File: src/rtl/mchan_pkg.sv
package mchan_pkg;
  localparam int W_OP = 4;

  typedef enum logic [W_OP-1:0] {
    OP_IDLE  = 4'd0,
    OP_FETCH = 4'd1,
    OP_READ  = 4'd2,
    OP_WRITE = 4'd3,
    OP_DONE  = 4'd4
  } op_code_e;

  typedef enum logic [1:0] {
    SQ_IDLE = 2'd0,
    SQ_CMD  = 2'd1,
    SQ_WAIT = 2'd2
  } seq_state_e;

  // reserved codes fold to idle on load
  function automatic logic [W_OP-1:0] norm_op(input logic [W_OP-1:0] s);
    return (s > OP_DONE) ? OP_IDLE : s;
  endfunction
endpackage

File: src/rtl/mchan_req_bank.sv
module mchan_req_bank #(
  parameter int N_DEV = 16,
  parameter int W_IDX = 4
) (
  input  logic             clk_i,
  input  logic             rst_ni,
  input  logic [N_DEV-1:0] dev_req_i,
  input  logic             sio_valid_i,
  input  logic [W_IDX-1:0] sio_idx_i,
  input  logic             sio_clr_i,
  input  logic             clr_i,
  input  logic [W_IDX-1:0] clr_idx_i,
  output logic             sio_pend_o,
  output logic [W_IDX-1:0] sio_idx_o,
  output logic [N_DEV-1:0] latch_o,
  output logic             any_o,
  output logic [W_IDX-1:0] win_idx_o
);
  logic [N_DEV-1:0] latch_q, set_vec, clr_vec, eff_vec;
  logic             sio_pend_q, sio_take;
  logic [W_IDX-1:0] sio_idx_q;

  assign sio_take = sio_valid_i & ~sio_pend_q;
  assign set_vec  = dev_req_i | (sio_take ? (N_DEV'(1) << sio_idx_i) : '0);
  assign clr_vec  = clr_i ? (N_DEV'(1) << clr_idx_i) : '0;

  for (genvar g = 0; g < N_DEV; g++) begin : g_latch
    always_ff @(posedge clk_i or negedge rst_ni) begin
      if (!rst_ni)         latch_q[g] <= 1'b0;
      else if (set_vec[g]) latch_q[g] <= 1'b1;
      else if (clr_vec[g]) latch_q[g] <= 1'b0;
    end
  end

  always_ff @(posedge clk_i or negedge rst_ni) begin
    if (!rst_ni) begin
      sio_pend_q <= 1'b0;
      sio_idx_q  <= '0;
    end else if (sio_take) begin
      sio_pend_q <= 1'b1;
      sio_idx_q  <= sio_idx_i;
    end else if (sio_clr_i) begin
      sio_pend_q <= 1'b0;
    end
  end

  // start-I/O masks every other device
  assign eff_vec = sio_pend_q ? (latch_q & (N_DEV'(1) << sio_idx_q)) : latch_q;

  always_comb begin
    win_idx_o = '0;
    for (int i = N_DEV - 1; i >= 0; i--) begin
      if (eff_vec[i]) win_idx_o = W_IDX'(i);
    end
  end

  assign any_o      = |eff_vec;
  assign latch_o    = latch_q;
  assign sio_pend_o = sio_pend_q;
  assign sio_idx_o  = sio_idx_q;
endmodule

File: src/rtl/mchan_ctx_store.sv
module mchan_ctx_store
  import mchan_pkg::*;
#(
  parameter int N_DEV  = 16,
  parameter int W_IDX  = 4,
  parameter int W_WORD = 16,
  parameter int W_AUX  = 4
) (
  input  logic              clk_i,
  input  logic              rst_ni,
  input  logic              st_we_i,
  input  logic              wd_we_i,
  input  logic [W_IDX-1:0]  wr_idx_i,
  input  logic [W_OP-1:0]   st_data_i,
  input  logic [W_WORD-1:0] order_data_i,
  input  logic [W_WORD-1:0] addr_data_i,
  input  logic              aux_we_i,
  input  logic [W_IDX-1:0]  aux_idx_i,
  input  logic [W_AUX-1:0]  aux_data_i,
  input  logic [W_IDX-1:0]  rd_idx_i,
  output logic [W_OP-1:0]   rd_state_o,
  output logic [W_WORD-1:0] rd_order_o,
  output logic [W_WORD-1:0] rd_addr_o,
  output logic [W_AUX-1:0]  rd_aux_o
);
  logic [W_OP-1:0]   state_q [N_DEV];
  logic [W_WORD-1:0] order_q [N_DEV];
  logic [W_WORD-1:0] addr_q  [N_DEV];
  logic [W_AUX-1:0]  aux_q   [N_DEV];

  for (genvar g = 0; g < N_DEV; g++) begin : g_ent
    logic hit_wr, hit_aux;
    assign hit_wr  = (wr_idx_i == W_IDX'(g));
    assign hit_aux = (aux_idx_i == W_IDX'(g));

    always_ff @(posedge clk_i or negedge rst_ni) begin
      if (!rst_ni) begin
        state_q[g] <= OP_IDLE;
        order_q[g] <= '0;
        addr_q[g]  <= '0;
        aux_q[g]   <= '0;
      end else begin
        if (st_we_i && hit_wr) state_q[g] <= st_data_i;
        if (wd_we_i && hit_wr) begin
          order_q[g] <= order_data_i;
          addr_q[g]  <= addr_data_i;
        end
        if (aux_we_i && hit_aux) aux_q[g] <= aux_data_i;
      end
    end
  end

  assign rd_state_o = state_q[rd_idx_i];
  assign rd_order_o = order_q[rd_idx_i];
  assign rd_addr_o  = addr_q[rd_idx_i];
  assign rd_aux_o   = aux_q[rd_idx_i];
endmodule

File: src/rtl/mchan_seq_ctrl.sv
module mchan_seq_ctrl
  import mchan_pkg::*;
#(
  parameter int N_DEV  = 16,
  parameter int W_IDX  = 4,
  parameter int W_WORD = 16,
  parameter int W_AUX  = 4,
  localparam int W_HALF = W_AUX / 2
) (
  input  logic              clk_i,
  input  logic              rst_ni,
  input  logic              poll_i,
  input  logic              done_i,
  input  logic [W_OP-1:0]   done_state_i,
  input  logic              sio_pend_i,
  input  logic [W_IDX-1:0]  sio_idx_i,
  input  logic              any_i,
  input  logic [W_IDX-1:0]  win_idx_i,
  input  logic [W_OP-1:0]   rd_state_i,
  input  logic [W_WORD-1:0] rd_order_i,
  input  logic [W_WORD-1:0] rd_addr_i,
  input  logic [W_AUX-1:0]  rd_aux_i,
  output logic              st_we_o,
  output logic              wd_we_o,
  output logic [W_IDX-1:0]  wr_idx_o,
  output logic [W_OP-1:0]   st_data_o,
  output logic              clr_o,
  output logic              sio_clr_o,
  output logic              sio_done_o,
  output logic              sio_ack_o,
  output logic              busy_o,
  output logic [N_DEV-1:0]  cmd_line_o,
  output logic [W_IDX-1:0]  act_idx_o,
  output logic [W_OP-1:0]   wk_state_o,
  output logic [W_WORD-1:0] wk_order_o,
  output logic [W_WORD-1:0] wk_addr_o,
  output logic [W_HALF-1:0] mod_sel_o,
  output logic [W_HALF-1:0] addr_hi_o
);
  seq_state_e        sq_q, sq_d;
  logic              sio_go, grant, fin, rw_act, sio_done_q;
  logic [W_IDX-1:0]  act_q;
  logic [W_OP-1:0]   wk_state_q;
  logic [W_WORD-1:0] wk_order_q, wk_addr_q;
  logic [W_AUX-1:0]  wk_aux_q;

  assign sio_go = (sq_q == SQ_IDLE) && sio_pend_i;
  assign grant  = (sq_q == SQ_IDLE) && !sio_pend_i && poll_i && any_i;
  assign fin    = (sq_q == SQ_WAIT) && done_i;

  always_comb begin
    sq_d = sq_q;
    unique case (sq_q)
      SQ_IDLE: if (grant) sq_d = SQ_CMD;
      SQ_CMD:  sq_d = SQ_WAIT;
      SQ_WAIT: if (done_i) sq_d = SQ_IDLE;
      default: sq_d = SQ_IDLE;
    endcase
  end

  assign st_we_o   = sio_go | fin;
  assign wd_we_o   = fin;
  assign wr_idx_o  = sio_go ? sio_idx_i : act_q;
  assign st_data_o = sio_go ? OP_FETCH : done_state_i;
  assign clr_o     = sio_go | fin;
  assign sio_clr_o = sio_go;

  always_ff @(posedge clk_i or negedge rst_ni) begin
    if (!rst_ni) begin
      sq_q       <= SQ_IDLE;
      act_q      <= '0;
      wk_state_q <= OP_IDLE;
      wk_order_q <= '0;
      wk_addr_q  <= '0;
      wk_aux_q   <= '0;
      sio_done_q <= 1'b0;
    end else begin
      sq_q       <= sq_d;
      sio_done_q <= sio_go;
      if (grant) begin
        act_q      <= win_idx_i;
        wk_state_q <= norm_op(rd_state_i);
        wk_order_q <= rd_order_i;
        wk_addr_q  <= rd_addr_i;
        wk_aux_q   <= rd_aux_i;
      end
    end
  end

  assign busy_o     = (sq_q != SQ_IDLE);
  assign rw_act     = busy_o && (wk_state_q == OP_READ || wk_state_q == OP_WRITE);
  assign mod_sel_o  = rw_act ? wk_aux_q[W_HALF-1:0] : '0;
  assign addr_hi_o  = rw_act ? wk_aux_q[W_AUX-1:W_HALF] : '0;
  assign cmd_line_o = (sq_q == SQ_CMD) ? (N_DEV'(1) << act_q) : '0;
  assign act_idx_o  = act_q;
  assign wk_state_o = wk_state_q;
  assign wk_order_o = wk_order_q;
  assign wk_addr_o  = wk_addr_q;
  assign sio_done_o = sio_done_q;
  assign sio_ack_o  = sio_done_q;

  AST_GRANT_POLLED: assert property (@(posedge clk_i) disable iff (!rst_ni)
    (sq_q == SQ_CMD) |-> $past(poll_i));
  AST_SIO_PULSE: assert property (@(posedge clk_i) disable iff (!rst_ni)
    sio_done_q |=> !sio_done_q);
  AST_SIO_FROM_IDLE: assert property (@(posedge clk_i) disable iff (!rst_ni)
    sio_done_q |-> (cmd_line_o == '0));
endmodule

File: src/rtl/mux_chan_seq.sv
module mux_chan_seq
  import mchan_pkg::*;
#(
  parameter int N_DEV  = 16,
  parameter int W_WORD = 16,
  parameter int W_AUX  = 4,
  localparam int W_IDX  = $clog2(N_DEV),
  localparam int W_HALF = W_AUX / 2
) (
  input  logic              clk_i,
  input  logic              rst_ni,
  input  logic [N_DEV-1:0]  dev_req_i,
  input  logic              sio_valid_i,
  input  logic [W_IDX-1:0]  sio_dev_i,
  input  logic              bank_we_i,
  input  logic [W_IDX-1:0]  bank_dev_i,
  input  logic [W_WORD-1:0] bank_order_i,
  input  logic              poll_i,
  input  logic              done_i,
  input  logic [W_OP-1:0]   done_state_i,
  input  logic [W_WORD-1:0] done_order_i,
  input  logic [W_WORD-1:0] done_addr_i,
  output logic              chan_req_o,
  output logic              poll_o,
  output logic              sio_done_o,
  output logic              sio_ack_o,
  output logic [N_DEV-1:0]  cmd_line_o,
  output logic [W_IDX-1:0]  act_dev_o,
  output logic [W_OP-1:0]   wk_state_o,
  output logic [W_WORD-1:0] wk_order_o,
  output logic [W_WORD-1:0] wk_addr_o,
  output logic [W_HALF-1:0] mod_sel_o,
  output logic [W_HALF-1:0] addr_hi_o
);
  logic              sio_pend, sio_clr, any, clr, st_we, wd_we, busy;
  logic [W_IDX-1:0]  sio_idx, win_idx, wr_idx;
  logic [N_DEV-1:0]  latch;
  logic [W_OP-1:0]   st_data, rd_state;
  logic [W_WORD-1:0] rd_order, rd_addr;
  logic [W_AUX-1:0]  rd_aux;

  mchan_req_bank #(.N_DEV(N_DEV), .W_IDX(W_IDX)) u_req (
    .clk_i, .rst_ni,
    .dev_req_i,
    .sio_valid_i,
    .sio_idx_i  (sio_dev_i),
    .sio_clr_i  (sio_clr),
    .clr_i      (clr),
    .clr_idx_i  (wr_idx),
    .sio_pend_o (sio_pend),
    .sio_idx_o  (sio_idx),
    .latch_o    (latch),
    .any_o      (any),
    .win_idx_o  (win_idx)
  );

  mchan_ctx_store #(.N_DEV(N_DEV), .W_IDX(W_IDX), .W_WORD(W_WORD), .W_AUX(W_AUX)) u_ctx (
    .clk_i, .rst_ni,
    .st_we_i      (st_we),
    .wd_we_i      (wd_we),
    .wr_idx_i     (wr_idx),
    .st_data_i    (st_data),
    .order_data_i (done_order_i),
    .addr_data_i  (done_addr_i),
    .aux_we_i     (bank_we_i),
    .aux_idx_i    (bank_dev_i),
    .aux_data_i   (bank_order_i[W_WORD-1 -: W_AUX]),
    .rd_idx_i     (win_idx),
    .rd_state_o   (rd_state),
    .rd_order_o   (rd_order),
    .rd_addr_o    (rd_addr),
    .rd_aux_o     (rd_aux)
  );

  mchan_seq_ctrl #(.N_DEV(N_DEV), .W_IDX(W_IDX), .W_WORD(W_WORD), .W_AUX(W_AUX)) u_ctrl (
    .clk_i, .rst_ni,
    .poll_i, .done_i, .done_state_i,
    .sio_pend_i (sio_pend),
    .sio_idx_i  (sio_idx),
    .any_i      (any),
    .win_idx_i  (win_idx),
    .rd_state_i (rd_state),
    .rd_order_i (rd_order),
    .rd_addr_i  (rd_addr),
    .rd_aux_i   (rd_aux),
    .st_we_o    (st_we),
    .wd_we_o    (wd_we),
    .wr_idx_o   (wr_idx),
    .st_data_o  (st_data),
    .clr_o      (clr),
    .sio_clr_o  (sio_clr),
    .sio_done_o, .sio_ack_o,
    .busy_o     (busy),
    .cmd_line_o,
    .act_idx_o  (act_dev_o),
    .wk_state_o, .wk_order_o, .wk_addr_o,
    .mod_sel_o, .addr_hi_o
  );

  assign chan_req_o = any;
  assign poll_o     = poll_i & ~any; // holding the poll while work is pending

  AST_CMD_LATCHED: assert property (@(posedge clk_i) disable iff (!rst_ni)
    (|cmd_line_o) |-> (|(cmd_line_o & latch)));
  AST_CMD_BUSY: assert property (@(posedge clk_i) disable iff (!rst_ni)
    (|cmd_line_o) |-> busy);
endmodule

File: config.mk
export PLATFORM = sky130hd
export DESIGN_NAME = mux_chan_seq
export DESIGN_NICKNAME = d
export VERILOG_FILES = /design/src/rtl/mchan_pkg.sv /design/src/rtl/mchan_req_bank.sv /design/src/rtl/mchan_ctx_store.sv /design/src/rtl/mchan_seq_ctrl.sv /design/src/rtl/mux_chan_seq.sv
export SDC_FILE = /design/constraint.sdc
export NUM_CORES = 1
export LEC_CHECK = 0
export BUFFER_PORTS_ARGS = -buffer_cell sky130_fd_sc_hd__buf_4
export CAP_MARGIN = 10
export CORE_MARGIN = 8
export CORE_UTILIZATION = 50
export CTS_BUF_LIST = sky130_fd_sc_hd__clkbuf_16
export DETAILED_ROUTE_END_ITERATION = 12
export GPL_TIMING_DRIVEN = 0
export PLACE_DENSITY = 0.67
export REMOVE_ABC_BUFFERS = 1
export SYNTH_ARGS = -nofsm -noshare
export SYNTH_HDL_FRONTEND = slang
export SYNTH_SLANG_ARGS = --single-unit
File: constraint.sdc
create_clock -name clk_i -period 3.4 [get_ports clk_i]
set_input_delay 0.51 -clock clk_i [delete_from_list [all_inputs] [get_ports clk_i]]
set_output_delay 0.51 -clock clk_i [all_outputs]
set_load 0.005 [all_outputs]
# Word level (Yosys, flattened, before mapping)
# Cells that the tools add are included.
word_totals:
  ff_bits: 708
  latchBits: 0
  ram_bits: 0
  mem_bits_ro: 0
  output_inout_bits: 64
  word_cells: 292
  n_memories: 0
op_classes:
  addsub: 0
  multipliers: 0
  n_div: 0
  n_lt_le_gt_ge: 2
  eq_ne: 36
  shift: 4
  n_mux: 74
  n_bitwise: 8
  reduce_logical: 79
op_table:
  columns: ["op", "n"]
  rows:
  - ["$bmux W16 S4", 2]
  - ["$mux W16", 8]
  - ["$mux W4", 23]
  - ["$eq A4 B4 Y1 const B", 16]
  - ["$shl A1 B4 Y16 const A", 4]
  - ["$logic_and A1 B1 Y1", 54]
  - ["$reduce_bool A2 Y1", 18]
  - ["$mux W1", 34]
  - ["$bmux W4 S4", 2]
  - ["$eq A4 B3 Y1 const B", 8]
  - ["$eq A4 B2 Y1 const B", 6]
  - ["$and A16 B16 Y16", 1]
  - ["$or A16 B16 Y16", 1]
  - ["$reduce_or A16 Y1", 1]
  - ["$eq A4 B1 Y1 const B", 2]
  - ["$logic_not A4 Y1", 2]
  - ["$mux W2", 4]
  - ["$pmux W2 S3", 1]
  - ["$ge A5 B5 Y1 const B", 1]
  - ["$not A4 Y5", 1]
  - ["$gt A4 B3 Y1 const B", 1]
  - ["$and A1 B1 Y1", 2]
  - ["$eq A2 B1 Y1 const B", 1]
  - ["$eq A2 B2 Y1 const B", 1]
  - ["8 further kinds", 9]

# Logic depth before layout (Yosys ltp)
# Gate-level depths: netlist of the first run.
depth:
  word_depth: 25
  ltp_mapped: 15

# By module
# From an unflattened synthesis of the first run, not the netlist that was laid out.
unflattened:
  cells_unflattened: 2100
  hier_area_um2: 32611.3
modules_own_cells:
  columns: ["module", "n_inst", "cells_per_inst", "area_each_um2", "seq_area_each_um2"]
  rows:
  - ["mchan_ctx_store", 1, 1779, 28870.2, 16015.4]
  - ["mchan_seq_ctrl", 1, 155, 2248.4, 1176.1]
  - ["mchan_req_bank", 1, 165, 1478.9, 525.5]
  - ["mux_chan_seq", 1, 1, 13.8, 0.0]

# Least setup slack after synthesis of the first run
# OpenSTA, ideal clock, no wires.
synth_timing:
  path_kind: "flip-flop to flip-flop"
  start: "register u_req.sio_idx_q[1] (netlist: u_req.sio_idx_o[1])"
  end: "register u_ctrl.wk_state_q[2] (netlist: u_ctrl.wk_state_o[2])"
  arrival_time_ns: 2.726
  required_time_ns: 3.296
  setup_slack_ns: 0.570
  stages_incl_launch_ff: 14
  synth_period_minus_slack_ns: 2.830
  path_cell_list: "dfrtp_1 buf_4 buf_6 nor4b_4 a222oi_1 and2_1 o311ai_4 and2_4 buf_6 buf_6 a211oi_1 o211ai_1 and4b_4 o41ai_2"
synth_between:
  elab_chain_cells: 25
  elab_cells_between_ends: 27
  classes_between: "1 x order compare; 1 x shift; 21 x mux; 2 x bitwise; 2 x reduce/logical"
synth_rtl:
  columns: ["element", "line_no", "source"]
  rows:
  - ["start: declaration", "mchan_req_bank.sv:21", "logic [W_IDX-1:0] sio_idx_q;"]
  - ["start signal: assignment", "mchan_req_bank.sv:41", "sio_idx_q <= sio_idx_i;"]
  - ["$shl A1 B4 Y16 (*)", "mchan_req_bank.sv:48", "assign eff_vec = sio_pend_q ? (latch_q & (N_DEV'(1) << sio_idx_q)) : latch_q;"]
  - ["$and A16 B16 Y16 (*)", "mchan_req_bank.sv:48", null]
  - ["$mux W16 (*)", "mchan_req_bank.sv:48", null]
  - ["$mux W4 (16 in a row)", "mchan_req_bank.sv:53", "if (eff_vec[i]) win_idx_o = W_IDX'(i);"]
  - ["$not A4 Y5 (implied by the code)", "mchan_ctx_store.sv:53", "assign rd_state_o = state_q[rd_idx_i];"]
  - ["$bmux W4 S4", "mchan_ctx_store.sv:53", null]
  - ["$mux W4 (implied by the code) (2 in a row)", "mchan_ctx_store.sv:53", null]
  - ["$gt A4 B3 Y1", "mchan_pkg.sv:20", "return (s > OP_DONE) ? OP_IDLE : s;"]
  - ["$mux W4", "mchan_pkg.sv:20", null]
  - ["end signal: assignment", "mchan_seq_ctrl.sv:82", "wk_state_q <= norm_op(rd_state_i);"]
  - ["end: declaration", "mchan_seq_ctrl.sv:43", "logic [W_OP-1:0] wk_state_q;"]
# Every way passes the cells marked *; elsewhere a longest branch is shown, timed or not. The select of a mux whose other input is x is not followed.
# A chain may end at the register's enable or synchronous reset.

# Final worst setup path of the first run
layout_timing:
  start: "register u_req.sio_idx_q[0] (netlist: u_req.sio_idx_o[0])"
  end: "register u_ctrl.wk_addr_q[8] (netlist: u_ctrl.wk_addr_o[8])"
layout_between:
  elab_chain_cells: 23
  elab_cells_between_ends: 25
  classes_between: "1 x shift; 20 x mux; 2 x bitwise; 2 x reduce/logical"
layout_rtl:
  columns: ["element", "line_no", "source"]
  rows:
  - ["$shl A1 B4 Y16 (*)", "mchan_req_bank.sv:48", null]
  - ["$and A16 B16 Y16 (*)", "mchan_req_bank.sv:48", null]
  - ["$mux W16 (*)", "mchan_req_bank.sv:48", null]
  - ["$mux W4 (16 in a row)", "mchan_req_bank.sv:53", null]
  - ["$not A4 Y5 (implied by the code)", "mchan_ctx_store.sv:55", "assign rd_addr_o = addr_q[rd_idx_i];"]
  - ["$bmux W16 S4", "mchan_ctx_store.sv:55", null]
  - ["$mux W16 (implied by the code) (2 in a row)", "mchan_ctx_store.sv:55", null]
  - ["end signal: assignment", "mchan_seq_ctrl.sv:84", "wk_addr_q <= rd_addr_i;"]
  - ["end: declaration", "mchan_seq_ctrl.sv:44", "logic [W_WORD-1:0] wk_order_q, wk_addr_q;"]
# Marks and branches as above.

==> results_dict.tcl, run 1 <==
set metrics [dict create \
    finalSetupViolations 41 \
    crit_end "u_ctrl.wk_addr_o[8]" \
    drc 0 \
    synth.distinct_cells 78 \
    grt_pass1_wl_um 160000 \
    rsz0062_at_grt "true" \
    die_area_mm2 0.0756 \
    netlist_area_mm2 0.0335 \
    drive_above_1_share_pct 37.4 \
    fin_crit_ns 3.57 \
    design.core.area_mm2 0.0668 \
    drtIter0Drc 3014 \
    io_pins 146 \
    ant_nets 0 \
    grt_max_degree 131 \
    outcome "finished with violations" \
    r2r-start "u_req.sio_idx_o[0]" \
    yosys.area.top_type "dfrtp_1" \
    ir_worst_vdd_mv 0.940 \
    yosysWarnings 0 \
    fin_nets 3151 \
    antenna_found_initial 4 \
    routedWlPerCell_um 27.8 \
    cellPowerDensity_mw_per_mm2 1110 \
    crit_arrival_ns 4.06 \
    clockRootBuffer "clkbuf_16" \
    place_hpwl_um 58900 \
    final_cell_mix "701 x dfrtp_1, 578 x mux2_2, 469 x nand2_1" \
    period_share_pct 105 \
    critPathMaxFanout 8 \
    path_class "reg2reg" \
    hold_class "in2reg" \
    r2r_end "u_ctrl.wk_addr_o[8]" \
    routabilityCongestion 0.880 \
    worst_skew_pair.late_latency_ns 0.64 \
    fin_tns_setup_ns -2.61 \
    ys_ff_latch 708 \
    die_w_um 275 \
    rrSetupSlack_ns -0.17 \
    cp-startpoint "u_req.sio_idx_o[0]" \
    netlist_instances 2918 \
    row_count 95 \
    clockBufferDepth 3 \
    cp-end-kind "flop" \
    netlist.area_leader.share_pct 52.9 \
    dieHeight_um 275 \
    grt_pass1_vias 26400 \
    grt-ovfl-total 0 \
    fmax_mhz 280 \
    htreeDepth 3 \
    vias 26300 \
    drt_pass1_iterations 6 \
    yosysSeqAreaShare_pct 52.9 \
    violations "negative setup slack" \
    cts_tree "built" \
    syn2layout_area_growth_pct 22.4 \
    hold_viol 0 \
    fin_worst_skew_ns 0.0280 \
    initial_core_util_pct 50.2 \
    maxSlewViolCount 0 \
    relSlewSlack_pct 22.0 \
    wirelength_um 111000 \
    synth_enable_flop_cells 0 \
    worst_pin_slew_ns 1.17 \
    r2r_cells 15 \
    path_clk_slew_ns 0.06 \
    final_common_cell "dfrtp_1" \
    fin_ws_ns -0.168 \
    synth_area_leaders "dfrtp_1 53%, mux2_2 19%, nand2_1 5.4%" \
    synthArstFlopShare_pct 100 \
    syn_avg_cell_area_um2 11.5 \
    avgViaCountPerCell 6.59 \
    ys.flop_type "dfrtp_1" \
    p_leak_nw 18.3 \
    worst_setup_path_start_kind "flop" \
    port_buffers 133 \
    required_ns 3.90 \
    cts_buffers 77 \
    fin_util_pct 61.4 \
    cts_sinks 708 \
    grt_usage_pct 27.3 \
    cap_viol_max_count 0 \
]
[worst max-delay path, cell delays in order, from the launching register on]
cell	delay, ns
dfrtp_4	0.50
buf_6	0.15
o21a_1	0.19
a21o_1	0.16
a222oi_1	0.47
a211oi_4	0.14
clkbuf_16	0.19
or2_4	0.32
buf_16	0.17
buf_4	0.14
buf_12	0.15
buf_16	0.16
a211oi_2	0.26
a311oi_2	0.07
o21ai_1	0.23
o211ai_1	0.12
[how the worst min path moves through the flow]
stage / startpoint / endpoint / depth (start not counted)
CTS: dev_req_i[10] / u_req.latch_o[10] / 2
global route: dev_req_i[10] / u_req.latch_o[10] / 2
finish: dev_req_i[10] / u_req.latch_o[10] / 2
global placement: u_ctx.state_q[49] / u_ctx.state_q[49] / 2
detailed placement: rst_ni / u_ctx.order_q[121] / 1
floorplan: rst_ni / u_ctrl.act_idx_o[0] / 0
[cells by family after synthesis]
family | after synthesis | synth area share, %
compound gates | 515 | 11.8
buf+inv | 273 | 3.55
flops | 708 | 52.9
mux | 593 | 20.0
simple gates | 829 | 11.8
[registers in the layout, summed over array words and instances (netlist names), 16 cells and up]
register	cells
u_ctx.state_q	64
u_ctx.order_q	256
u_ctrl.wk_order_o	16
u_ctx.addr_q	256
u_ctrl.wk_addr_o	16
u_ctx.aux_q	64
u_req.latch_o	16
[synthesized netlist by cell type, drive strengths merged (14+ instances only)]
cell type	count
buf	92
nor3b	116
a21oi	20
a32o	33
nand3	87
nand2b	14
a221o	17
a211oi	119
o21ai	77
and2	14
a311oi	109
a31oi	39
mux2	580
nor2	56
clkbuf	166
dfrtp	708
o211ai	43
nand2	482
inv	14
[metal layers]
layer | track usage [%] | part of all wire (%) | up-vias
met3 | 6.41 | 10 | 356
met1 | 36.8 | 40 | 13500
met2 | 42.0 | 45 | 1505
li1 | - | - | 11000
met4 | 12.2 | 4.8 | 4
met5 | 0 | 0.022 | -
[cell type report]
type / count / area, µm²
Fill cell: 5089 / 25800
Sequential cell: 708 / 17700
Multi-Input combinational cell: 1946 / 15600
Timing Repair Buffer: 321 / 4270
Clock buffer: 79 / 1980
Tap cell: 873 / 1090
Clock inverter: 56 / 307
Inverter: 15 / 60.1
Antenna cell: 1 / 2.50
[stage by stage]
stage	area (µm²)	std cells	total power [mW]	hold slack, ns	worst slack (ns)
6_report	41000	3999	45.7	0.0827	-0.168
2_1_floorplan	32400	2660	20.4	0.214	-9.81
3_5_place_dp	36200	3734	29.4	0.446	-2.14
5_1_grt	41000	3999	47.3	0.0674	-0.270
4_1_cts	39700	3940	41.3	0.0664	-0.0612
3_3_place_gp	34500	3666	21.6	0.458	-36.00
[report_power, final]
part / leakage [nW] / switching (mW) / internal, mW
Combinational: 7.64 / 14.9 / 11.2
Sequential: 9.43 / 1.41 / 10.6
Clock: 1.21 / 3.49 / 4.21
[what timing repair did]
action / 4_1_cts / 5_1_grt
hold buffers: 1 / 0
endpoints found under the hold margin: 48 / 0
setup buffers: 48 / 40
resized for setup: 82 / 144
cloned: 24 / 20
setup endpoints to repair: 562 / 231
pin swaps: 27 / 77
No activity file was read; power rests on OpenSTA's default activity.
==> run 2, diff against run 1 <==
--- a/config.mk
+++ b/config.mk
@@ -8,11 +8,11 @@
 export BUFFER_PORTS_ARGS = -buffer_cell sky130_fd_sc_hd__buf_4
 export CAP_MARGIN = 10
 export CORE_MARGIN = 8
-export CORE_UTILIZATION = 50
+export CORE_UTILIZATION = 60
 export CTS_BUF_LIST = sky130_fd_sc_hd__clkbuf_16
 export DETAILED_ROUTE_END_ITERATION = 12
 export GPL_TIMING_DRIVEN = 0
-export PLACE_DENSITY = 0.67
+export PLACE_DENSITY = 0.78
 export REMOVE_ABC_BUFFERS = 1
 export SYNTH_ARGS = -nofsm -noshare
 export SYNTH_HDL_FRONTEND = slang
==> results_dict.tcl, run 2 (synthesized netlist as in run 1, its figures left out) <==
set metrics [dict create \
    rsz0062_at_grt "true" \
    cts_tree "built" \
    fin_nets 3162 \
    p_total_mw 49.6 \
    fin_crit_ns 3.83 \
    vias 28300 \
    critPathMaxFanout 8 \
    worst_pin_slew_ns 0.953 \
    path_clk_slew_ns 0.06 \
    cp-end-kind "flop" \
    p_clk_share_pct 16.7 \
    row_count 86 \
    r2r_end "u_ctrl.wk_addr_o[8]" \
    ant_nets 0 \
    final_common_cell "dfrtp_1" \
    io_pins 146 \
    drive_above_1_share_pct 41.2 \
    htreeDepth 3 \
    r2r_cells 18 \
    cap_viol_max_count 0 \
    top_regs "u_ctx.addr_q (256), u_ctx.order_q (256)" \
    design.core.area_mm2 0.0552 \
    r2r-start "u_req.sio_idx_o[0]" \
    slowest_delay_ns 0.52 \
    pwr-share-comb_pct 58.7 \
    fin_cells 3889 \
    cellPowerDensity_mw_per_mm2 1180 \
    relSlewSlack_pct 35.8 \
    grt_pass1_vias 28800 \
    pwr-share-seq_pct 24.6 \
    finalSetupViolations 43 \
    clockBufferDepth 3 \
    syn2layout_area_growth_pct 25.3 \
    crit_arrival_ns 4.32 \
    p_leak_nw 18.7 \
    hold_path_end "u_req.latch_o[7]" \
    fin_tns_setup_ns -11.51 \
    rrSetupSlack_ns -0.43 \
    hold_viol 0 \
    grt_usage_pct 34.5 \
    hold_class "in2reg" \
    outcome "finished with violations" \
    routabilityCongestion 0.868 \
    antenna_found_initial 6 \
    grt_pass1_wl_um 171000 \
    clockRootBuffer "clkbuf_16" \
    cts_buffers 76 \
    crit_chain "buf_6, buf_6, mux2i_1, o31a_1, o211ai_1, a211oi_4, buf_12, buf_16, buf_16, or2_4, buf_16, buf_12, buf_12, clkbuf_16, nand2_4, nand3_2, a31oi_2, o211ai_1" \
    maxSlewViolCount 0 \
    ir_worst_vdd_mv 0.807 \
    fmax_mhz 261 \
    dp.cells 3606 \
    whs_path_depth 2 \
    drtIter0Drc 3997 \
    required_ns 3.89 \
    grt_max_degree 133 \
    routedWlPerCell_um 30.5 \
    fin_ws_ns -0.435 \
    avgViaCountPerCell 7.26 \
    drt_pass1_iterations 8 \
    drc 0 \
    worst_setup_path_start_kind "flop" \
    hold_start "dev_req_i[7]" \
    worst_skew_pair.late_latency_ns 0.63 \
    die_area_mm2 0.0637 \
    wirelength_um 119000 \
    fin_worst_skew_ns 0.0250 \
    dieHeight_um 252 \
    cp_slowest_cell "dfrtp_4" \
    place_hpwl_um 56000 \
    internal-power_mw 27.9 \
    cts_sinks 708 \
    grt-ovfl-total 0 \
    port_buffers 133 \
    violations "negative setup slack" \
    switching_share_pct 43.7 \
    die_w_um 252 \
    initial_core_util_pct 60.7 \
    final_cell_mix "703 x dfrtp_1, 577 x mux2_2, 441 x nand2_1" \
    p_sw_mw 21.7 \
    period_share_pct 113 \
    path_class "reg2reg" \
]
run 2: cell count changes in the layout (fill, tap and decap cells not counted), moves of 14 or more:
cell / delta
a211oi_2: +18
a211oi_1: -36
nand2_1: -28
a311oi_1: -14
a211oi_4: +18
nand2_2: +17
run 2: power groups by stage:
stage	registers (mW)	clock network [mW]	logic (mW)
finish	12.2	8.30	29.1
global route	12.3	8.67	29.8
detailed placement	12.0	0	17.1
CTS	11.9	8.25	24.4
floorplan	11.6	0	8.79
global placement	11.8	0	9.79
run 2: worst max path at each step:
stage	from	end	slack (ns)	cells past startpoint
after floorplan	u_req.sio_pend_o	u_ctrl.wk_state_o[0]	-9.81	8
after global placement	u_req.sio_pend_o	u_ctrl.wk_state_o[0]	-32.96	8
after detailed placement	u_req.sio_pend_o	u_ctrl.wk_addr_o[15]	-2.27	17
after CTS	u_req.sio_idx_o[0]	u_ctrl.wk_state_o[0]	-0.27	16
after global routing	u_req.sio_idx_o[0]	u_ctrl.wk_addr_o[4]	-0.44	17
final	u_req.sio_idx_o[0]	u_ctrl.wk_addr_o[8]	-0.43	18
run 2: worst max-delay path: cells and delay by family, from the launching register on:
| family | cells | cell delay [ns] |
|---|---|---|
| AND/OR/NAND/NOR | 3 | 0.46 |
| buffers and inverters | 9 | 1.35 |
| flip-flops | 1 | 0.52 |
| multiplexers | 1 | 0.14 |
| AO/OA/AOI/OAI | 5 | 1.23 |
run 2: layout make-up:
cell class,count,area (µm²)
flip-flops and latches,708,17700
multi-input cells,1945,16200
fillers,3050,13200
repair buffers,334,4550
clock buffers,79,1980
well taps,748,936
clock inverters,57,474
inverters,15,61.3
diodes,3,7.51
run 2: routing by layer:
metal,part of all wire (%),wire length [µm],global-route usage [%],vias up
li1,-,-,-,11000
met1,35,41600,42.9,14000
met2,45,53500,53.3,2411
met3,12,14600,10.0,788
met4,7.6,8960,20.7,4
met5,0.021,25,0,-
run 2: through the flow:
stage / cell area [µm²] / utilization, % / setup WS [ns] / hold WS, ns
2_1_floorplan: 32400 / - / -9.81 / 0.214
3_3_place_gp: 34300 / 62.2 / -32.96 / 0.459
3_5_place_dp: 35900 / 65.1 / -2.27 / 0.471
4_1_cts: 40700 / 73.7 / -0.271 / 0.0832
5_1_grt: 42000 / 76.1 / -0.440 / 0.0948
6_report: 42000 / 76.1 / -0.435 / 0.0976
run 2: what timing repair did:
action / 4_1_cts / 5_1_grt
hold buffers: 1 / 0
hold endpoints to repair: 78 / 0
endpoints found under the setup margin: 539 / 243
buffers inserted: 64 / 39
cloned: 34 / 11
gates resized for setup: 237 / 180
pin swaps: 124 / 135
